**src/rtl/wdt_pkg.sv**
```systemverilog
package wdt_pkg;
  localparam int BUS_AW = 3;
  localparam int BUS_DW = 8;

  localparam logic [BUS_AW-1:0] A_KICK = 3'd0;
  localparam logic [BUS_AW-1:0] A_CTRL = 3'd1;
  localparam logic [BUS_AW-1:0] A_RATE = 3'd2;
  localparam logic [BUS_AW-1:0] A_RLD0 = 3'd3;

  localparam int CTRL_EN_BIT  = 0;
  localparam int CTRL_SEL_BIT = 1;

  // strobes decoded from one bus write
  typedef struct packed {
    logic kick;   // load counter
    logic arm;    // enable 0 -> 1
    logic halt;   // control write clearing enable
    logic rate;   // rate register written
  } wdt_evt_t;
endpackage

```
**src/rtl/wdt_regs.sv**
```systemverilog
module wdt_regs
  import wdt_pkg::*;
#(
  parameter int          CNT_W   = 16,
  parameter int          RES_W   = 4,
  parameter logic [CNT_W-1:0] CNT_RST = 16'h03FF
) (
  input  logic              clk,
  input  logic              rst_n,
  input  logic              bus_wr,
  input  logic [BUS_AW-1:0] bus_addr,
  input  logic [BUS_DW-1:0] bus_wdata,
  output logic [BUS_DW-1:0] bus_rdata,
  output logic              en_q,
  output logic              sel_q,
  output logic [RES_W-1:0]  res_q,
  output logic [CNT_W-1:0]  reload,
  output wdt_evt_t          evt
);
  localparam int NB = CNT_W / BUS_DW;

  logic [NB-1:0][BUS_DW-1:0] rld_q;
  logic [NB-1:0]             rld_hit;
  logic                      ctrl_wr;

  for (genvar b = 0; b < NB; b++) begin : g_rld_dec
    assign rld_hit[b] = bus_wr && (bus_addr == A_RLD0 + BUS_AW'(b));
  end

  assign ctrl_wr   = bus_wr && (bus_addr == A_CTRL);
  assign evt.kick  = bus_wr && (bus_addr == A_KICK);
  assign evt.rate  = bus_wr && (bus_addr == A_RATE);
  assign evt.arm   = ctrl_wr && bus_wdata[CTRL_EN_BIT] && !en_q;
  assign evt.halt  = ctrl_wr && !bus_wdata[CTRL_EN_BIT];
  assign reload    = rld_q;

  always_ff @(posedge clk or negedge rst_n) begin
    if (!rst_n) begin
      en_q  <= 1'b0;
      sel_q <= 1'b0;
      res_q <= '0;
      rld_q <= CNT_RST;
    end else begin
      if (ctrl_wr) begin
        en_q  <= bus_wdata[CTRL_EN_BIT];
        sel_q <= bus_wdata[CTRL_SEL_BIT];
      end
      if (evt.rate) res_q <= bus_wdata[RES_W-1:0];
      for (int b = 0; b < NB; b++) begin
        if (rld_hit[b]) rld_q[b] <= bus_wdata;
      end
    end
  end

  always_comb begin
    bus_rdata = '0;
    if (bus_addr == A_CTRL) begin
      bus_rdata[CTRL_EN_BIT]  = en_q;
      bus_rdata[CTRL_SEL_BIT] = sel_q;
    end else if (bus_addr == A_RATE) begin
      bus_rdata[RES_W-1:0] = res_q;
    end else begin
      for (int b = 0; b < NB; b++) begin
        if (bus_addr == A_RLD0 + BUS_AW'(b)) bus_rdata = rld_q[b];
      end
    end
  end
endmodule

```
**src/rtl/wdt_prescale.sv**
```systemverilog
module wdt_prescale
  import wdt_pkg::*;
#(
  parameter int RES_W = 4
) (
  input  logic             clk,
  input  logic             rst_n,
  input  logic             en_q,
  input  wdt_evt_t         evt,
  input  logic             us_tick,
  input  logic [RES_W-1:0] res_q,
  output logic             step
);
  localparam int PRE_W = (1 << RES_W) - 1;
  localparam logic [PRE_W-1:0] ONES = '1;

  logic [PRE_W-1:0] pre_q;
  logic [PRE_W-1:0] mask;
  logic [RES_W-1:0] sh;
  logic             run;
  logic             clr;

  assign run  = en_q && !evt.halt && !evt.rate;
  assign clr  = evt.kick || evt.arm || evt.rate || evt.halt || !en_q;
  assign sh   = RES_W'(PRE_W) - res_q;
  assign mask = ONES >> sh;
  assign step = run && us_tick && (pre_q == mask);

  always_ff @(posedge clk or negedge rst_n) begin
    if (!rst_n) begin
      pre_q <= '0;
    end else if (clr) begin
      pre_q <= '0;
    end else if (run && us_tick) begin
      pre_q <= (pre_q == mask) ? '0 : pre_q + 1'b1;
    end
  end
endmodule

```
**src/rtl/wdt_core.sv**
```systemverilog
module wdt_core
  import wdt_pkg::*;
#(
  parameter int               CNT_W   = 16,
  parameter logic [CNT_W-1:0] CNT_RST = 16'h03FF
) (
  input  logic             clk,
  input  logic             rst_n,
  input  logic             step,
  input  wdt_evt_t         evt,
  input  logic             sel_q,
  input  logic             sys_ctrl,
  input  logic [CNT_W-1:0] reload,
  output logic             board_rst,
  output logic             bp_sysrst
);
  logic [CNT_W-1:0] cnt_q;
  logic             expire;
  logic             load;

  assign load   = evt.kick || evt.arm;
  assign expire = step && !load && (cnt_q <= CNT_W'(1));

  always_ff @(posedge clk or negedge rst_n) begin
    if (!rst_n) begin
      cnt_q     <= CNT_RST;
      board_rst <= 1'b0;
      bp_sysrst <= 1'b0;
    end else begin
      if (load || expire) cnt_q <= reload;
      else if (step)      cnt_q <= cnt_q - 1'b1;
      board_rst <= expire && !sel_q;
      bp_sysrst <= expire && (sel_q || sys_ctrl);
    end
  end
endmodule

```
**src/rtl/wdt_rst_sel.sv**
```systemverilog
module wdt_rst_sel
  import wdt_pkg::*;
#(
  parameter int               CNT_W   = 16,
  parameter int               RES_W   = 4,
  parameter logic [CNT_W-1:0] CNT_RST = 16'h03FF
) (
  input  logic        clk,
  input  logic        rst_n,
  input  logic        us_tick,
  input  logic        sys_ctrl,
  input  logic        bus_wr,
  input  logic [2:0]  bus_addr,
  input  logic [7:0]  bus_wdata,
  output logic [7:0]  bus_rdata,
  output logic        board_rst,
  output logic        bp_sysrst
);
  logic             en_q;
  logic             sel_q;
  logic [RES_W-1:0] res_q;
  logic [CNT_W-1:0] reload;
  wdt_evt_t         evt;
  logic             step;

  wdt_regs #(.CNT_W(CNT_W), .RES_W(RES_W), .CNT_RST(CNT_RST)) u_regs (
    .clk(clk), .rst_n(rst_n), .bus_wr(bus_wr), .bus_addr(bus_addr),
    .bus_wdata(bus_wdata), .bus_rdata(bus_rdata), .en_q(en_q),
    .sel_q(sel_q), .res_q(res_q), .reload(reload), .evt(evt)
  );

  wdt_prescale #(.RES_W(RES_W)) u_pre (
    .clk(clk), .rst_n(rst_n), .en_q(en_q), .evt(evt),
    .us_tick(us_tick), .res_q(res_q), .step(step)
  );

  wdt_core #(.CNT_W(CNT_W), .CNT_RST(CNT_RST)) u_core (
    .clk(clk), .rst_n(rst_n), .step(step), .evt(evt), .sel_q(sel_q),
    .sys_ctrl(sys_ctrl), .reload(reload), .board_rst(board_rst),
    .bp_sysrst(bp_sysrst)
  );
endmodule

```
**config.mk**
```make
export PLATFORM = sky130hd
export DESIGN_NAME = wdt_rst_sel
export DESIGN_NICKNAME = d
export VERILOG_FILES = /design/src/rtl/wdt_pkg.sv /design/src/rtl/wdt_regs.sv /design/src/rtl/wdt_prescale.sv /design/src/rtl/wdt_core.sv /design/src/rtl/wdt_rst_sel.sv
export SDC_FILE = /design/constraint.sdc
export NUM_CORES = 1
export LEC_CHECK = 0
export ABC_AREA = 1
export BUFFER_PORTS_ARGS = -buffer_cell sky130_fd_sc_hd__buf_2
export CAP_MARGIN = 30
export CORE_MARGIN = 1.5
export CORE_UTILIZATION = 55
export CTS_BUF_LIST = sky130_fd_sc_hd__clkbuf_8
export DETAILED_ROUTE_END_ITERATION = 7
export PLACE_DENSITY = 0.76
export SLEW_MARGIN = 40
export SYNTH_ARGS = -nofsm -noshare
export SYNTH_HDL_FRONTEND = slang
export SYNTH_SLANG_ARGS = --single-unit
```
**constraint.sdc**
```tcl
create_clock -name clk -period 2.4 [get_ports clk]
set_input_delay 0.72 -clock clk [delete_from_list [all_inputs] [get_ports clk]]
set_output_delay 0.72 -clock clk [all_outputs]
set_load 0.01 [all_outputs]
```
After elaboration in Yosys (flattened, before gate mapping)
Cells that the tools add are included.
W data, S select, Z words.
{ "word_totals": {"register_bits": 55, "out_inout_bits": 10, "elab_cells": 61} }
{ "op_classes": {"add_sub_neg": 3, "n_lt_le_gt_ge": 1, "n_eq_ne": 5, "n_shift": 1, "muxes": 11, "reduce_logical": 31} }
{ "op_table": {"columns": ["op", "n"], "rows": [
  ["$mux W15", 3],
  ["$mux W16", 2],
  ["$le A16 B1 Y1 const B", 1],
  ["$logic_and A1 B1 Y1", 16],
  ["$mux W8", 2],
  ["$sub A16 B1 Y16 const B", 1],
  ["$add A15 B1 Y15 const B", 1],
  ["$eq A15 B15 Y1", 1],
  ["$shr A15 B4 Y15 const A", 1],
  ["$mux W4", 2],
  ["$eq A3 B2 Y1 const B", 2],
  ["$logic_not A1 Y1", 6],
  ["$logic_or A1 B1 Y1", 6],
  ["$mux W6", 1],
  ["$reduce_bool A2 Y1", 2],
  ["$sub A4 B4 Y4 const A", 1],
  ["$eq A3 B1 Y1 const B", 1],
  ["$eq A3 B3 Y1 const B", 1],
  ["$logic_not A3 Y1", 1],
  ["$mux W2", 1]
]} }

Logic depth before layout (Yosys ltp)
Gate-level depths: netlist (run 1).
{ "depth": {"ltp_word": 12, "ltp_mapped": 16, "depth_no_buf": 14} }

Hierarchy
From an unflattened synthesis (run 1), not the netlist that was laid out.
{ "hier_totals": {"cells_unflattened": 560, "hier_area_um2": 3841.2} }
{ "modules_own_cells": {"columns": ["module", "instances", "cells_per_inst", "area_per_inst_um2"], "rows": [
  ["wdt_core", 1, 222, 1470.2],
  ["wdt_prescale", 1, 200, 1222.4],
  ["wdt_regs", 1, 138, 1148.6]
]} }

Worst setup path before layout (run 1)
OpenSTA, ideal clock, no wires.
{ "synth_path": {"path_kind": "input port to output port", "start": "input bus_addr[2]", "end": "output bus_rdata[0]", "arrival_time_ns": 1.363, "t_required_ns": 1.680, "setup_slack_ns": 0.317, "stages": 6, "n_path_buf": 0, "cell_sequence": "inv_2 > nand2_1 > nor2_1 > inv_1 > o22ai_1 > a221o_1"} }
{ "synth_via": {"elab_chain_len": 5} }
{ "synth_lines": {"columns": ["element", "line", "source"], "rows": [
  ["start, declared", "wdt_rst_sel.sv:13", "input logic [2:0] bus_addr,"],
  ["$eq A3 B2 Y1", "wdt_regs.sv:64", "if (bus_addr == A_RLD0 + BUS_AW'(b)) bus_rdata = rld_q[b];"],
  ["$mux W8 (2 in series)", "wdt_regs.sv:64", null],
  ["$mux W4", "wdt_regs.sv:60", "end else if (bus_addr == A_RATE) begin"],
  ["$mux W2 *", "wdt_regs.sv:57", "if (bus_addr == A_CTRL) begin"],
  ["end, declared", "wdt_rst_sel.sv:15", "output logic [7:0] bus_rdata,"]
]} }
Mark *: on every way between the ends. The rest lies on a longest branch, timed or not.

Final worst setup path (run 1)
{ "layout_path": {"start": "input bus_addr[1]", "end": "output bus_rdata[6]"} }
{ "layout_via": {"elab_chain_len": 5} }
{ "layout_lines": {"columns": ["element", "line"], "rows": [
  ["$eq A3 B2 Y1", "wdt_regs.sv:64"],
  ["$mux W8 (2 in series)", "wdt_regs.sv:64"],
  ["$mux W4", "wdt_regs.sv:60"],
  ["$mux W6 *", "wdt_regs.sv:57"]
]} }
Marks and branches as above.

==> results.txt, run 1 <==
----------------------------------------------------
[Yosys]
  Post-synthesis async set-or-reset flop share ... 100%
  Count of flip-flops with a built-in enable after synthesis ... 0
  Top cells by area, synth ... sky130_fd_sc_hd__dfrtp_1, sky130_fd_sc_hd__nand2_1, sky130_fd_sc_hd__dfstp_2, sky130_fd_sc_hd__nand3_1, sky130_fd_sc_hd__inv_1
  Cell taking the most area after synthesis ... sky130_fd_sc_hd__dfrtp_1
  Synthesized area per cell ... 7.16 um2
  Sequential share of the synthesized area ... 40.5%
  Number of storage elements in the synthesis netlist ... 55
  Cell count after synthesis ... 483
  Count of yosys warnings during synthesis ... 0
  Ranking of synthesized cells by instance count ... sky130_fd_sc_hd__nand2_1, sky130_fd_sc_hd__inv_1, sky130_fd_sc_hd__nand3_1, sky130_fd_sc_hd__nor2_1, sky130_fd_sc_hd__dfrtp_1
  Leading register cell type out of synthesis ... sky130_fd_sc_hd__dfrtp_1
  Cell with the most instances after synthesis ... sky130_fd_sc_hd__nand2_1
  Post-synthesis instance area ... 0.00346 mm2
  Count of distinct cell types in the synthesized netlist ... 35
  Number of nets produced by synthesis ... 502
  Share of the synthesized area in the top cell type ... 25.3%

[Placed design]
  RePlAce Congestion ... 0.964
  Number of cells in the design after placement ... 585
  Number of port buffers ... 25
  Pre-CTS WS ... 8.30 ps
  Post-detail-place hpwl ... 6050 um

[Setup path]
  Endpoint of the lowest-slack register-to-register path ... u_core.cnt_q[11]
  Type of origin of the critical path ... input port
  Slowest stage delay, CP ... 170 ps
  Worst path bufs/invs ... 3
  Largest fanout of any net on the critical path ... 5
  Worst setup EP type ... output port
  Startpoint of the most critical setup path ... bus_addr[1]
  Capture point of the worst path ... bus_rdata[6]
  Critical Path AT ... 1630 ps
  Critical-path cell list ... buf_2, nor2_1, nand2_2, buf_4, o22ai_1, buf_2
  Worst R2R Setup Slack ... 190 ps
  FF-to-FF Start ... u_regs.res_q[1]
  Critical-path cell with the highest stage delay ... sky130_fd_sc_hd__nor2_1
  Logic depth of the worst path, buffers included ... 6
  Endpoint required time on the critical path ... 1680 ps
  Path depth of the worst reg2reg path ... 13
  Most frequent cell on the critical path ... sky130_fd_sc_hd__buf_2
  Cell class contributing the biggest share of worst-path delay ... buffers and inverters
  Setup CP Type ... in2out

[STA]
  Rel. slew slack ... 63.2%
  Count of final max-slew check failures ... 0
  Hold violation count in the final report ... 0
  Tcrit/Tclk final ... 98.0%
  Peak Freq ... 425 MHz
  Number of failing setup endpoints in the final timing report ... 0
  Setup slack after layout ... 48.1 ps
  Slew at the pin with the worst max-slew slack ... 551 ps
  Fin crit period ... 2350 ps
  Worst setup skew after layout ... 11.1 ps
  Sum Neg Setup Slack ... 0 ps

[Power and ir drop]
  Post-layout power ... 3.08 mW
  Static leakage power ... 1.94 nW
  Power density over cell area ... 803 mW/mm2
  Maximum ir drop on the vdd rail ... 447 uV

[Die]
  Die Wd ... 82.3 um
  Floorplan row count ... 28
  Core area ... 0.00599 mm2
  Die outline height ... 82.3 um
  Starting density of the core ... 57.7%
  Floorplan die area ... 0.00677 mm2
  Number of I/O pins ... 26

[Final layout]
  Number of antenna repair diodes ... 0
  Fraction of layout cells with a size suffix above 1 ... 18.1%
  Fin cells ... 593
  Fill cell count ... 555
  Layout net count ... 536
  Storage cell area ... 0.00140 mm2
  Combined area of the multi-input logic cells ... 0.00172 mm2
  Area delta synth->final ... 10.7%

[Global routing]
  Maximum number of pins on one net before global-route repair ... 36
  Via count of the first global-routing pass ... 2,897
  Overall overflow remaining after global route ... 0
  Wire length of the first global-routing pass ... 13,500 um
  Total GRT Usage ... 26.2%
  Number of antenna violations at the first check in global routing ... 0

[Clock tree]
  Cell chosen for the clock root ... sky130_fd_sc_hd__clkbuf_8
  CTS clock-pin slew for the worst setup and hold paths ... 110 ps
  Clock latency at the later pin of the worst-skew pair ... 320 ps
  Maximum level of the CTS H-tree ... 2
  Maximum count of clock buffers along a single path ... 2
  Number of buffers created by CTS ... 5
  Clock tree from TritonCTS ... yes
  Clock tree sinks ... 55
  Hold-fix buffers at CTS ... 0

[Detailed routing]
  Number of design-rule violations left by the first detailed-router iteration ... 234
  Number of vias per cell ... 5.47
  Final routed wire length divided by cell count ... 13.8 um
  Total via count in the routed design ... 3,246
  DRC viols ... 0
  Residual antenna-violating net count after detailed routing ... 0
  Routed wire length ... 8210 um
  Detailed Routing Iterations Pass 1 ... 5

[Worst hold path]
  Path category of the worst min-delay check ... in2async

[Run]
  Number of max-cap violations ... 0

[Run status]
  Outcome ... finished clean

----------------------------------------------------
-- logic make-up (layout without fill, tap and decap cells) --
family | after synthesis | after routing | synth area share (%)
AOI/OAI and AO/OA | 52 | 52 | 8.50
xor gates and xnor gates | 19 | 19 | 5.03
adders and majority gates | 3 | 3 | 1.09
buffers and inverters | 84 | 119 | 10.0
DFF | 55 | 55 | 40.5
and+or+nand+nor | 270 | 270 | 34.9
-- power by group --
group	total, mW	internal [mW]	switching (mW)
registers	1.42	1.20	0.222
logic	1.10	0.438	0.659
clock network	0.556	0.212	0.343
-- worst reg2reg max path, stage by stage (launching register included) --
cell and delay [ps]:
sky130_fd_sc_hd__dfrtp_1 590, sky130_fd_sc_hd__nand2_1 260, sky130_fd_sc_hd__nand3_1 140, sky130_fd_sc_hd__nand2_1 80
sky130_fd_sc_hd__nor2_1 110, sky130_fd_sc_hd__nand2_1 70, sky130_fd_sc_hd__nor2_2 190, sky130_fd_sc_hd__nand2_2 100
sky130_fd_sc_hd__inv_2 60, sky130_fd_sc_hd__nand2_2 50, sky130_fd_sc_hd__nand2_4 120, sky130_fd_sc_hd__buf_4 190
sky130_fd_sc_hd__nand3_1 110, sky130_fd_sc_hd__nand2_1 80
-- how the worst min path moves through the flow --
stage | start | to | depth (start not counted)
finish | rst_n | u_pre.pre_q[12] | 1
global route | rst_n | u_pre.pre_q[11] | 1
CTS | rst_n | u_pre.pre_q[14] | 1
detailed placement | u_core.cnt_q[5] | u_core.cnt_q[5] | 2
global placement | u_core.cnt_q[5] | u_core.cnt_q[5] | 2
floorplan | rst_n | u_core.board_rst | 0
-- registers in the layout, indices dropped and copies added (netlist names) --
register / flops
u_regs.reload: 16
u_regs.res_q: 4
u_core.cnt_q: 16
u_pre.pre_q: 15
u_core.board_rst: 1
u_regs.en_q: 1
u_regs.sel_q: 1
u_core.bp_sysrst: 1
-- layout by cell type (no fill, tap or decap), drive strengths merged, types with 2 or more instances in the layout --
cell type  count
nand2        147
inv           75
nand3         61
nor2          42
buf           38
dfrtp         35
o21ai         32
dfstp         20
xor2          13
nor3          11
nand4          8
a21oi          7
o22ai          6
xnor2          6
clkbuf         5
ha             3
o221ai         2
a221o          2
-- through the flow --
stage | instance area [um2] | util, % | hold slack, ps
2_1_floorplan | 3460 | - | 424
3_3_place_gp | 3730 | 62.2 | 459
3_5_place_dp | 3730 | 62.2 | 467
4_1_cts | 3820 | 63.8 | 361
5_1_grt | 3830 | 64.0 | 391
6_report | 3830 | 64.0 | 344
-- area by class of cell --
class,instances,area share (%)
clock buffers,5,1.80
clock inverters,3,0.588
inverters,73,7.15
multi-input cells,344,44.9
flip-flops and latches,55,36.6
well taps,75,2.45
repair buffers,38,6.47
-- per-layer routing --
layer	track usage (%)	vias up	wire, um
met3	4.51	16	398
li1	-	1607	-
met1	37.6	1522	3920
met2	41.3	101	3760
met4	5.93	0	136
met5	0	-	0
-- repair_timing --
| action | 4_1_cts | 5_1_grt |
|---|---|---|
| hold endpoints to repair | 0 | 0 |
| endpoints found under the setup margin | 0 | 17 |
| gates resized for setup | 0 | 5 |
| setup buffers | 0 | 0 |
Power figures use the tool's default switching activity.
==> inputs of run 2 (changes only) <==
MAX_ROUTING_LAYER = met4   (was not set)
==> run 2 against run 1 <==
Combinational power barely moved. Non-clock buffer count is the same. Die area unchanged. Total power hardly changed. Clock-buffer cell count did not move. First-iteration DRC count rose by 7.7%. Flip-flop and latch count stayed put. Cell area stayed put. Sequential share of layout area did not move. Sequential power is essentially flat. Core utilization unchanged. Largest cell class unchanged.
==> results.txt, run 2 (synthesized netlist as in run 1, its figures left out) <==
----------------------------------------------------
[Global routing]
  Maximum number of pins on one net before global-route repair ... 36
  Wire length of the first global-routing pass ... 13,500 um
  Total GRT Usage ... 27.0%
  Overall overflow remaining after global route ... 0
  Number of antenna violations at the first check in global routing ... 0
  Via count of the first global-routing pass ... 2,909

[Final layout]
  Combined area of the multi-input logic cells ... 0.00172 mm2
  Fin cells ... 593
  Area of all placed cells without fillers ... 0.00383 mm2
  Number of antenna repair diodes ... 0
  Storage cell area ... 0.00140 mm2
  Most common cell after layout, fill and taps aside ... sky130_fd_sc_hd__nand2_1
  Commonest cells after routing, fill and taps aside ... sky130_fd_sc_hd__nand2_1, sky130_fd_sc_hd__inv_1, sky130_fd_sc_hd__nand3_1
  Area delta synth->final ... 10.7%
  Layout net count ... 536
  Fraction of layout cells with a size suffix above 1 ... 18.1%
  Fill cell count ... 555

[STA]
  Hold violation count in the final report ... 0
  Slew at the pin with the worst max-slew slack ... 546 ps
  Worst setup skew after layout ... 10.9 ps
  Count of final max-slew check failures ... 0
  Peak Freq ... 426 MHz
  Number of failing setup endpoints in the final timing report ... 0
  Rel. slew slack ... 63.5%
  Tcrit/Tclk final ... 97.8%
  Fin crit period ... 2350 ps

[Placed design]
  Dpl cell area ... 0.00373 mm2
  Number of cells in the design after placement ... 585
  Post-detail-place hpwl ... 6050 um
  Number of port buffers ... 25
  RePlAce Congestion ... 0.982

[Run]
  Number of max-cap violations ... 0

[Power and ir drop]
  Maximum ir drop on the vdd rail ... 447 uV
  Power density over cell area ... 802 mW/mm2
  Net load switching power ... 1.22 mW
  Combinational group share of total power ... 35.7%
  Sequential share of power ... 46.3%
  Share of total power consumed by net switching ... 39.7%
  Internal power ... 1.85 mW
  Static leakage power ... 1.94 nW
  Clock Power Share ... 18.0%

[Clock tree]
  Maximum level of the CTS H-tree ... 2
  Clock tree from TritonCTS ... yes
  Hold-fix buffers at CTS ... 0
  Clock tree sinks ... 55
  Clock latency at the later pin of the worst-skew pair ... 320 ps
  Maximum count of clock buffers along a single path ... 2
  Number of buffers created by CTS ... 5
  CTS clock-pin slew for the worst setup and hold paths ... 110 ps
  Cell chosen for the clock root ... sky130_fd_sc_hd__clkbuf_8

[Detailed routing]
  Detailed Routing Iterations Pass 1 ... 5
  Number of design-rule violations left by the first detailed-router iteration ... 252
  Routed wire length ... 8180 um
  Residual antenna-violating net count after detailed routing ... 0
  Total via count in the routed design ... 3,233
  DRC viols ... 0
  Final routed wire length divided by cell count ... 13.8 um
  Number of vias per cell ... 5.45

[Setup path]
  Worst setup EP type ... output port
  Largest fanout of any net on the critical path ... 5
  Endpoint required time on the critical path ... 1680 ps
  Critical Path AT ... 1630 ps
  Setup CP Type ... in2out
  Type of origin of the critical path ... input port

[Die]
  Floorplan row count ... 28
  Starting density of the core ... 57.7%
  Die Wd ... 82.3 um
  Number of I/O pins ... 26
  Core area ... 0.00599 mm2
  Die outline height ... 82.3 um
  Floorplan die area ... 0.00677 mm2

[Run status]
  Outcome ... finished clean

[Worst hold path]
  Path category of the worst min-delay check ... in2async

----------------------------------------------------
-- run 2: cell counts in the layout (fill, tap and decap cells not counted) --
No cell type changed its count.
-- run 2: critical path, cell delays in order --
cell	delay, ps
sky130_fd_sc_hd__buf_2	120
sky130_fd_sc_hd__nor2_1	170
sky130_fd_sc_hd__nand2_2	120
sky130_fd_sc_hd__buf_4	170
sky130_fd_sc_hd__o22ai_1	170
sky130_fd_sc_hd__buf_2	160
-- run 2: cell type report --
type,instances,area share [%]
sequential,55,36.6
clock inverter,3,0.588
timing repair buffer,38,6.47
tap,75,2.45
multi-input combinational,344,44.9
clock buffer,5,1.80
inverter,73,7.15
-- run 2: what timing repair did --
action	4_1_cts	5_1_grt
endpoints found under the setup margin	0	17
resized for setup	0	5
setup buffers	0	0
-- run 2: power groups by stage --
stage | registers [mW] | clock network (mW) | logic [mW]
2_1_floorplan | 1.35 | 0 | 0.893
3_3_place_gp | 1.43 | 0 | 1.05
3_5_place_dp | 1.43 | 0 | 1.07
4_1_cts | 1.42 | 0.563 | 1.09
5_1_grt | 1.46 | 0.586 | 1.25
6_report | 1.42 | 0.553 | 1.10
-- run 2: worst paths after layout --
check                                 from          endpoint  slack (ps)  depth (start not counted)
setup / recovery               bus_addr[1]      bus_rdata[6]          50                          6
hold / removal                       rst_n   u_pre.pre_q[12]         340                          1
setup reg to reg           u_regs.res_q[1]  u_core.cnt_q[11]         180                         13
hold reg to reg            u_core.cnt_q[5]   u_core.cnt_q[5]         480                          2
max in group asynchronous            rst_n  u_regs.reload[4]        1420                          2
min in group clk           u_core.cnt_q[5]   u_core.cnt_q[5]         480                          2
-- run 2: layer usage --
layer  global-route usage (%)  routed length, um  up-vias
met2                     41.1               3750      111
met5                        -                  0        -
met4                     6.27                 99        0
li1                         -                  -     1606
met3                     4.51                456       11
met1                     37.8               3870     1505
-- run 2: per-stage QoR --
step	utilization, %	total power, mW	setup TNS, ps	setup WS, ps	hold WS (ps)
floorplan	-	2.25	0	317	424
global placement	62.2	2.47	0	79.1	459
detailed placement	62.2	2.51	0	8.30	467
CTS	63.8	3.07	0	46.3	361
global route	64.0	3.29	-127	-34.9	391
finish	64.0	3.07	0	53.3	344
==> inputs of run 3 (changes only) <==
CELL_PAD_IN_SITES_DETAIL_PLACEMENT = 0   (was not set)
CELL_PAD_IN_SITES_GLOBAL_PLACEMENT = 1   (was not set)
CORE_UTILIZATION = 46   (was 55)
PLACE_DENSITY = 0.85   (was 0.76)
==> run 3 against run 2 <==
Wire length grew 2.7%. Die area up 19%. Via count is 2.4% lower. Non-clock buffer count grew 3. Combinational power barely moved. Clock-buffer cell count unchanged. Cell area grew 0.72%. Critical path depth is 1 higher. Global-route usage decreased by 3.9 points. Worst hold slack improved by 34 ps. Sequential share of layout area decreased by 0.29 points. Clock power down 3.8%. Largest cell class unchanged. Largest power group unchanged. Highest routed layer unchanged.
==> results.txt, run 3 (synthesized netlist as in run 1, its figures left out) <==
----------------------------------------------------
[Power and ir drop]
  Maximum ir drop on the vdd rail ... 444 uV
  Power density over cell area ... 784 mW/mm2
  Static leakage power ... 1.95 nW

[Detailed routing]
  Residual antenna-violating net count after detailed routing ... 0
  Number of vias per cell ... 5.09
  DRC viols ... 0
  Total via count in the routed design ... 3,154
  Detailed Routing Iterations Pass 1 ... 5
  Number of design-rule violations left by the first detailed-router iteration ... 108
  Routed wire length ... 8400 um
  Final routed wire length divided by cell count ... 13.5 um

[Die]
  Floorplan die area ... 0.00805 mm2
  Floorplan row count ... 31
  Starting density of the core ... 47.7%
  Die Wd ... 89.7 um
  Number of I/O pins ... 26
  Core area ... 0.00725 mm2
  Die outline height ... 89.7 um

[Global routing]
  Via count of the first global-routing pass ... 3,016
  Overall overflow remaining after global route ... 0
  Number of antenna violations at the first check in global routing ... 0
  Maximum number of pins on one net before global-route repair ... 56
  Total GRT Usage ... 23.1%
  Wire length of the first global-routing pass ... 14,600 um

[Final layout]
  Commonest cells after routing, fill and taps aside ... sky130_fd_sc_hd__nand2_1, sky130_fd_sc_hd__inv_1, sky130_fd_sc_hd__nand3_1
  Most common cell after layout, fill and taps aside ... sky130_fd_sc_hd__nand2_1
  Number of antenna repair diodes ... 0
  Area delta synth->final ... 11.5%
  Layout net count ... 539
  Fin cells ... 620
  Fraction of layout cells with a size suffix above 1 ... 17.9%

[Setup path]
  Critical-path cell with the highest stage delay ... sky130_fd_sc_hd__nor2_1
  Most frequent cell on the critical path ... sky130_fd_sc_hd__buf_2
  Setup CP Type ... in2out
  Critical Path AT ... 1670 ps
  Slowest stage delay, CP ... 250 ps
  Endpoint required time on the critical path ... 1680 ps
  Worst path bufs/invs ... 4
  Type of origin of the critical path ... input port
  Worst setup EP type ... output port
  Cell class contributing the biggest share of worst-path delay ... buffers and inverters
  Largest fanout of any net on the critical path ... 4
  Critical-path cell list ... buf_2, inv_2, nand2_1, nor2_1, inv_1, o221ai_1, buf_2

[STA]
  Worst setup skew after layout ... 12.2 ps
  Setup slack after layout ... 9.38 ps
  Hold violation count in the final report ... 0
  Number of failing setup endpoints in the final timing report ... 0
  Fin crit period ... 2390 ps
  Peak Freq ... 418 MHz
  Rel. slew slack ... 61.1%
  Slew at the pin with the worst max-slew slack ... 582 ps
  Count of final max-slew check failures ... 0
  Tcrit/Tclk final ... 99.6%
  RSZ-0062 raised after global routing ... true
  Worst slack on hold paths ... 378 ps

[Clock tree]
  Number of gates given a new drive strength after cts ... 0
  Cell chosen for the clock root ... sky130_fd_sc_hd__clkbuf_8
  Maximum count of clock buffers along a single path ... 2
  Hold-fix buffers at CTS ... 0
  Clock tree sinks ... 55
  Clock tree from TritonCTS ... yes
  CTS clock-pin slew for the worst setup and hold paths ... 110 ps
  Maximum level of the CTS H-tree ... 2
  Post-CTS Repair Setup Buffers ... 0
  Number of buffers created by CTS ... 5
  Clock latency at the later pin of the worst-skew pair ... 320 ps

[Worst hold path]
  Path category of the worst min-delay check ... in2async

[Placed design]
  Post-detail-place hpwl ... 6310 um
  Pre-CTS WS ... 19.7 ps
  Number of cells in the design after placement ... 612
  Number of port buffers ... 25
  RePlAce Congestion ... 0.910

[Run]
  Number of max-cap violations ... 0

[Run status]
  Outcome ... finished clean

----------------------------------------------------
## run 3: area by class of cell
cell class,count,area (um2)
clock inverter,3,18.8
timing repair buffer,41,258
fill,756,3390
tap,99,124
sequential,55,1400
clock buffer,5,68.8
multi-input combinational,344,1710
inverter,73,274
## run 3: path summary, 6_finish.rpt
path                            slack, ps  cells after the start               end             from
worst max-delay path                    9                      7      bus_rdata[3]      bus_addr[2]
worst min-delay path                  380                      2  u_core.board_rst            rst_n
worst max register to register        250                     11    u_pre.pre_q[9]  u_regs.res_q[3]
worst min register to register        480                      2   u_core.cnt_q[5]  u_core.cnt_q[5]
max in group asynchronous            1710                      2   u_core.cnt_q[9]            rst_n
min in group clk                      480                      2   u_core.cnt_q[5]  u_core.cnt_q[5]
## run 3: metal layers
metal  GRT usage (%)  vias to the layer above  wire length [um]
met5               -                        -                 0
met4            5.82                        0               135
met3            2.96                       11               217
met2            39.2                       51              4180
met1            29.3                     1483              3860
li1                -                     1609                 -
## run 3: report_power, final
part	switching, mW	leakage (nW)	internal, mW
registers	0.223	0.676	1.20
logic	0.632	1.22	0.438
clock network	0.325	0.0483	0.207
total	1.18	1.95	1.85
## run 3: per-stage QoR
stage	setup TNS [ps]	area (um2)	power, mW	util (%)
final	0	3860	3.03	53.2
after global routing	-312	3860	3.31	53.2
after CTS	0	3860	3.06	53.2
after detailed placement	0	3770	2.51	52.0
after global placement	0	3770	2.49	52.0
after floorplan	0	3460	2.25	-
